File: src/rtl/pwr_wake_pkg.sv
package pwr_wake_pkg;
  localparam int PS_W = 2;
  typedef enum logic [PS_W-1:0] {
    PS_D0 = 2'b00,
    PS_D1 = 2'b01,
    PS_D2 = 2'b10,
    PS_D3 = 2'b11
  } pstate_e;
endpackage

File: src/rtl/pwr_state_reg.sv
module pwr_state_reg
  import pwr_wake_pkg::*;
(
  input  logic            clk,
  input  logic            rst_n,
  input  logic            ps_wr,
  input  logic [PS_W-1:0] ps_wdata,
  output logic [PS_W-1:0] ps_q,
  output logic            cur_low,
  output logic            next_low,
  output logic            wr_low
);
  logic [PS_W-1:0] ps_d;

  always_comb begin
    ps_d = ps_wr ? ps_wdata : ps_q;
  end

  always_ff @(posedge clk or negedge rst_n) begin
    if (!rst_n) ps_q <= PS_D0;
    else        ps_q <= ps_d;
  end

  assign cur_low  = (ps_q != PS_D0);
  assign next_low = (ps_d != PS_D0);
  assign wr_low   = (ps_wdata != PS_D0);

  // a write lands one edge later
  a_r2_write_lands: assert property (@(posedge clk) disable iff (!rst_n)
    ps_wr |=> (ps_q == $past(ps_wdata)));
endmodule

File: src/rtl/pwr_rx_gate.sv
module pwr_rx_gate #(
  parameter bit RX_DRAIN = 1'b1
) (
  input  logic clk,
  input  logic rst_n,
  input  logic next_low,
  input  logic rx_frame_busy,
  output logic rx_down,
  output logic rx_abort
);
  generate
    if (RX_DRAIN) begin : g_drain
      always_ff @(posedge clk or negedge rst_n) begin
        if (!rst_n) rx_down <= 1'b0;
        else        rx_down <= next_low && (rx_down || !rx_frame_busy);
      end
      assign rx_abort = 1'b0;

      // receive side only stops between frames
      a_r4_frame_boundary: assert property (@(posedge clk) disable iff (!rst_n)
        $rose(rx_down) |-> !$past(rx_frame_busy));
    end else begin : g_drop
      logic abort_q;
      always_ff @(posedge clk or negedge rst_n) begin
        if (!rst_n) begin
          rx_down <= 1'b0;
          abort_q <= 1'b0;
        end else begin
          rx_down <= next_low;
          abort_q <= next_low && !rx_down && rx_frame_busy;
        end
      end
      assign rx_abort = abort_q;

      // abort is a single pulse
      a_r4_abort_pulse: assert property (@(posedge clk) disable iff (!rst_n)
        rx_abort |=> !rx_abort);
    end
  endgenerate
endmodule

File: src/rtl/pwr_tx_resume.sv
module pwr_tx_resume (
  input  logic clk,
  input  logic rst_n,
  input  logic ps_wr,
  input  logic wr_low,
  input  logic cur_low,
  input  logic tx_frame_busy,
  output logic tx_replay
);
  logic pend_q;

  always_ff @(posedge clk or negedge rst_n) begin
    if (!rst_n) begin
      pend_q    <= 1'b0;
      tx_replay <= 1'b0;
    end else begin
      tx_replay <= 1'b0;
      if (ps_wr && !cur_low && wr_low) begin
        pend_q <= tx_frame_busy;
      end else if (ps_wr && cur_low && !wr_low) begin
        tx_replay <= pend_q;
        pend_q    <= 1'b0;
      end
    end
  end

  // single-cycle request
  a_r8_replay_single: assert property (@(posedge clk) disable iff (!rst_n)
    tx_replay |=> !tx_replay);
  // request only on a return to D0
  a_r8_replay_on_d0: assert property (@(posedge clk) disable iff (!rst_n)
    tx_replay |-> $past(ps_wr && cur_low && !wr_low));
endmodule

File: src/rtl/pwr_wake_pme.sv
module pwr_wake_pme #(
  parameter int N_WAKE = 3
) (
  input  logic              clk,
  input  logic              rst_n,
  input  logic              cur_low,
  input  logic [N_WAKE-1:0] wake_evt,
  input  logic [N_WAKE-1:0] wake_en,
  input  logic              pme_en,
  input  logic              pme_clr,
  output logic [N_WAKE-1:0] wake_src,
  output logic              pme_n
);
  logic [N_WAKE-1:0] hit;

  always_comb begin
    hit = wake_evt & wake_en & {N_WAKE{cur_low}};
  end

  always_ff @(posedge clk or negedge rst_n) begin
    if (!rst_n)       wake_src <= '0;
    else if (pme_clr) wake_src <= hit;
    else              wake_src <= wake_src | hit;
  end

  assign pme_n = !(pme_en && (|wake_src));

  // status is sticky until cleared
  a_r7_sticky: assert property (@(posedge clk) disable iff (!rst_n)
    !pme_clr |=> ((wake_src & $past(wake_src)) == $past(wake_src)));
  // full power ignores wake strobes
  a_r6_d0_ignore: assert property (@(posedge clk) disable iff (!rst_n)
    (!cur_low && !pme_clr) |=> (wake_src == $past(wake_src)));
endmodule

File: src/rtl/pwr_wake_mgr.sv
module pwr_wake_mgr
  import pwr_wake_pkg::*;
#(
  parameter int N_WAKE   = 3,
  parameter bit RX_DRAIN = 1'b1
) (
  input  logic              clk,
  input  logic              rst_n,
  input  logic              ps_wr,
  input  logic [1:0]        ps_wdata,
  input  logic              rx_frame_busy,
  input  logic              tx_frame_busy,
  input  logic [N_WAKE-1:0] wake_evt,
  input  logic [N_WAKE-1:0] wake_en,
  input  logic              pme_en,
  input  logic              pme_clr,
  output logic [1:0]        ps_cur,
  output logic              rx_run,
  output logic              rx_stat_en,
  output logic              rx_keep,
  output logic              rx_abort,
  output logic              tx_run,
  output logic              tx_hold,
  output logic              bm_run,
  output logic              tx_replay,
  output logic              pme_n,
  output logic [N_WAKE-1:0] wake_src
);
  logic cur_low, next_low, wr_low, rx_down;

  pwr_state_reg u_state (
    .clk      (clk),
    .rst_n    (rst_n),
    .ps_wr    (ps_wr),
    .ps_wdata (ps_wdata),
    .ps_q     (ps_cur),
    .cur_low  (cur_low),
    .next_low (next_low),
    .wr_low   (wr_low)
  );

  pwr_rx_gate #(.RX_DRAIN(RX_DRAIN)) u_rx (
    .clk           (clk),
    .rst_n         (rst_n),
    .next_low      (next_low),
    .rx_frame_busy (rx_frame_busy),
    .rx_down       (rx_down),
    .rx_abort      (rx_abort)
  );

  pwr_tx_resume u_tx (
    .clk           (clk),
    .rst_n         (rst_n),
    .ps_wr         (ps_wr),
    .wr_low        (wr_low),
    .cur_low       (cur_low),
    .tx_frame_busy (tx_frame_busy),
    .tx_replay     (tx_replay)
  );

  pwr_wake_pme #(.N_WAKE(N_WAKE)) u_wake (
    .clk      (clk),
    .rst_n    (rst_n),
    .cur_low  (cur_low),
    .wake_evt (wake_evt),
    .wake_en  (wake_en),
    .pme_en   (pme_en),
    .pme_clr  (pme_clr),
    .wake_src (wake_src),
    .pme_n    (pme_n)
  );

  assign rx_run     = !rx_down;
  assign rx_stat_en = !rx_down;
  assign rx_keep    = rx_down;
  assign tx_run     = !cur_low;
  assign bm_run     = !cur_low;
  assign tx_hold    = cur_low;

  // receive side is down only in a low-power state
  a_r3_rx_down_only_low: assert property (@(posedge clk) disable iff (!rst_n)
    rx_keep |-> (ps_cur != PS_D0));
  // replay request lands in full power
  a_r8_replay_in_d0: assert property (@(posedge clk) disable iff (!rst_n)
    tx_replay |-> (ps_cur == PS_D0) && tx_run);
endmodule

File: config.mk
export PLATFORM = sky130hd
export DESIGN_NAME = pwr_wake_mgr
export DESIGN_NICKNAME = d
export VERILOG_FILES = /design/src/rtl/pwr_wake_pkg.sv /design/src/rtl/pwr_state_reg.sv /design/src/rtl/pwr_rx_gate.sv /design/src/rtl/pwr_tx_resume.sv /design/src/rtl/pwr_wake_pme.sv /design/src/rtl/pwr_wake_mgr.sv
export SDC_FILE = /design/constraint.sdc
export NUM_CORES = 1
export LEC_CHECK = 0
export BUFFER_PORTS_ARGS = -buffer_cell sky130_fd_sc_hd__buf_2
export CORE_MARGIN = 2
export CORE_UTILIZATION = 28
export DETAILED_ROUTE_END_ITERATION = 10
export SETUP_SLACK_MARGIN = 0.2
export SYNTH_ARGS = -nofsm -noshare
export SYNTH_HDL_FRONTEND = slang
export SYNTH_SLANG_ARGS = --single-unit
File: constraint.sdc
create_clock -name clk -period 1.3 [get_ports clk]
set_input_delay 0.195 -clock clk [delete_from_list [all_inputs] [get_ports clk]]
set_output_delay 0.195 -clock clk [all_outputs]
set_load 0.02 [all_outputs]
==> key figures <==
Placed design
  • Placement Cell Area: between 500 and 600 sq um
  • Dpl cells: 75
  • Routability cong.: 0.659
  • Port-buffer cells: 27
  • Final HPWL DP: about 670 um

Power and ir drop
  • Max VDD drop: 629 uV
  • Share of power burned in the clock network: a little under a quarter
  • Net Switching: between 0.2 and 0.3 mW
  • Sequential power share: approximately 38%
  • Pwr Density: between 1000 and 1500 mW/mm^2
  • Leak Pwr: 0.362 nW
  • Combinational Power Share: around two fifths
  • Tot Pwr: approximately 0.82 mW
  • Switching share of total power: between 30% and 40%
  • Pint: about 0.56 mW

Drt
  • Vias: between 300 and 400
  • Antenna-violating nets left: 0
  • Routed len/inst: 11.7 um
  • DR DRC count: 0
  • Drt initial violations: 2
  • Drt first pass iters: 2
  • Detailed Route WL: approximately 1000 um
  • Vias per cell: 4.59

Run
  • Max Cap Viol: 0

Yosys
  • Post-synth top area cell: dfrtp_1
  • Share of the synthesized area in the top cell type: 51.4%
  • Synth cell types: 17
  • Most used flip-flop cell after synthesis: dfrtp_1
  • Commonest cells post-synth: dfrtp_1, inv_1, nand2_1, buf_4, o22ai_1
  • Most numerous cell in the Yosys netlist: dfrtp_1
  • Syn Nets: between 50 and 60
  • Mapped Area: about 390 sq um
  • Synthesized area per cell: about 11 sq um
  • Ys async rst share: 100%
  • Sequential area share after synthesis: 51.4%
  • Syn Inst Count: 36
  • Synthesized flop and latch total: 8
  • Yosys warns: 0
  • Synth area leaders: dfrtp_1, mux2_4, buf_4, inv_1, o22ai_1
  • Number of synthesized flops with an enable pin: 0

Timing
  • Slew Viols, Final: 0
  • Unrepaired setup endpoints after global routing: yes
  • Setup Skew: slightly below 0.008 ns
  • Final Setup Violations: 0
  • Minimum clock period: around 1.3 ns
  • Period utilization: 97.3%
  • Max Clock Freq: around 790 MHz
  • Final hold vios: 0

GRT
  • Total global-route track usage: about 14%
  • Antenna violations before repair: 0
  • Largest net degree at the start of global routing: 9
  • First-pass GRT wire length: between 1000 and 1500 um
  • Global route overflow: 0
  • Vias in the first global route: about 350

Layout
  • Area growth, synth to finish: 81.0%
  • Nets: 88
  • Fin area: 704 sq um
  • Non-filler cells, final: 86
  • Layout cells sized above 1: 73.2%
  • N_diodes: 0

Min path
  • Worst Hold Class: input pin to flop
  • Hold depth: 2

Floorplan
  • Die X: roughly 41 um
  • Core footprint: 0.00130 sq mm
  • Top Ports: 29
  • DIE HEIGHT: 41.3 um
  • Starting density of the core: 29.9%
  • Num rows: 13
  • Die area: ~0.0017 sq mm

Clock network
  • Worst-path clk slew: about 0.060 ns
  • H-tree Lvls: 1
  • CTS Buf Count: 3
  • Root buf cell: clkbuf_4
  • CTS Sinks: 8
  • TritonCTS clock tree: done
  • Worst-case clock buffer depth: 2
  • Clk_lat worst skew: 0.25 ns

Setup path
  • Worst Reg2Reg Path Length in Cells: 4
  • CP Class: flop to output pin
  • Worst EP required: about 1.1 ns
  • CP Data Arrival Time: around 1.1 ns
  • Critical Path End Type: output pin
  • Worst setup SP type: flop
  • Crit path max fanout: 5

Status
  • Status: finished clean
==> final timing paths <==
check,from,slack (ns),end
max in group asynchronous,rst_n,0.80,u_state.ps_q[0]$_DFF_PN0_
worst max register to register,u_state.ps_q[1]$_DFF_PN0_,0.18,u_tx.pend_q$_DFFE_PN0P_
worst min-delay path,rx_frame_busy,0.11,u_rx.rx_down$_DFF_PN0_
worst max-delay path,u_state.ps_q[1]$_DFF_PN0_,0.04,tx_hold
min in group asynchronous,rst_n,0.31,u_wake.wake_src[0]$_DFF_PN0_
worst min register to register,u_tx.pend_q$_DFFE_PN0P_,0.50,u_tx.pend_q$_DFFE_PN0P_
==> state kept, by name (all words and copies together), names as in the netlist <==
name,flops
u_rx.rx_down,1
u_tx.tx_replay,1
u_wake.wake_src,3
u_tx.pend_q,1
u_state.ps_q,2
==> kinds of logic after synthesis <==
group	synth area share [%]
and+or+nand+nor	11.3
other	0.964
DFF	51.4
buffers and inverters	10.6
muxes	7.72
AOI/OAI and AO/OA	18.0
==> worst max-delay path: stages, from the launching register on <==
cell     delay, ns
dfrtp_2       0.43
nor2_4        0.20
inv_2         0.05
buf_6         0.13
==> area by class of cell <==
type / instances / area, sq um
inverter: 5 / 18.8
multi-input combinational: 20 / 176
timing repair buffer: 35 / 265
sequential: 8 / 203
clock buffer: 3 / 22.5
tap: 15 / 18.8
fill: 135 / 597
==> stage by stage <==
stage	setup TNS [ns]	hold slack (ns)	utilization, %	setup WS (ns)
4_1_cts	0	0.0994	46.8	0.0450
5_1_grt	-0.0326	0.0817	54.1	-0.0227
6_report	0	0.111	54.1	0.0351
3_5_place_dp	0	0.0438	40.6	0.276
2_1_floorplan	0	-0.101	-	0.189
3_3_place_gp	0	0.0490	40.6	0.287
==> per-layer routing <==
| metal | vias to the layer above | part of all wire (%) | global-route usage (%) |
|---|---|---|---|
| met2 | 20 | 50 | 21.9 |
| met4 | 0 | 0 | 9.68 |
| li1 | 189 | - | - |
| met5 | - | 0 | 0 |
| met3 | 0 | 9.7 | 4.89 |
| met1 | 186 | 40 | 15.1 |
==> power by group through the flow <==
stage	clock, mW	combinational, mW	sequential [mW]
after detailed placement	0	0.216	0.319
after global placement	0	0.218	0.317
final	0.186	0.326	0.311
after global routing	0.223	0.352	0.316
after floorplan	0	0.116	0.344
after CTS	0.197	0.258	0.309
==> cells in the final DEF (no fill, tap or decap) <==
master         netlist  layout
buf_2                0      18
buf_6                0      12
dfrtp_1              8       6
nand2_1              4       4
buf_4                3       4
inv_1                5       3
o22ai_2              0       3
clkbuf_4             0       3
nor2_4               1       2
inv_2                0       2
mux2_4               2       2
dfrtp_2              0       2
a21oi_2              1       1
o21a_1               1       1
nor2_1               1       1
and3_2               1       1
o31ai_2              0       1
a31oi_1              1       1
o41ai_2              1       1
o21ai_1              0       1
conb_1               1       1
dlygate4sd3_1        0       1
==> timing repair <==
action,CTS,global route
hold buffers,1,0
setup endpoints to repair,4,12
gates cloned,0,0
setup buffers,5,2
resized for setup,4,24
pin swaps,1,6
hold endpoints to repair,8,0
Note: power is estimated with default switching activity, not from simulation.
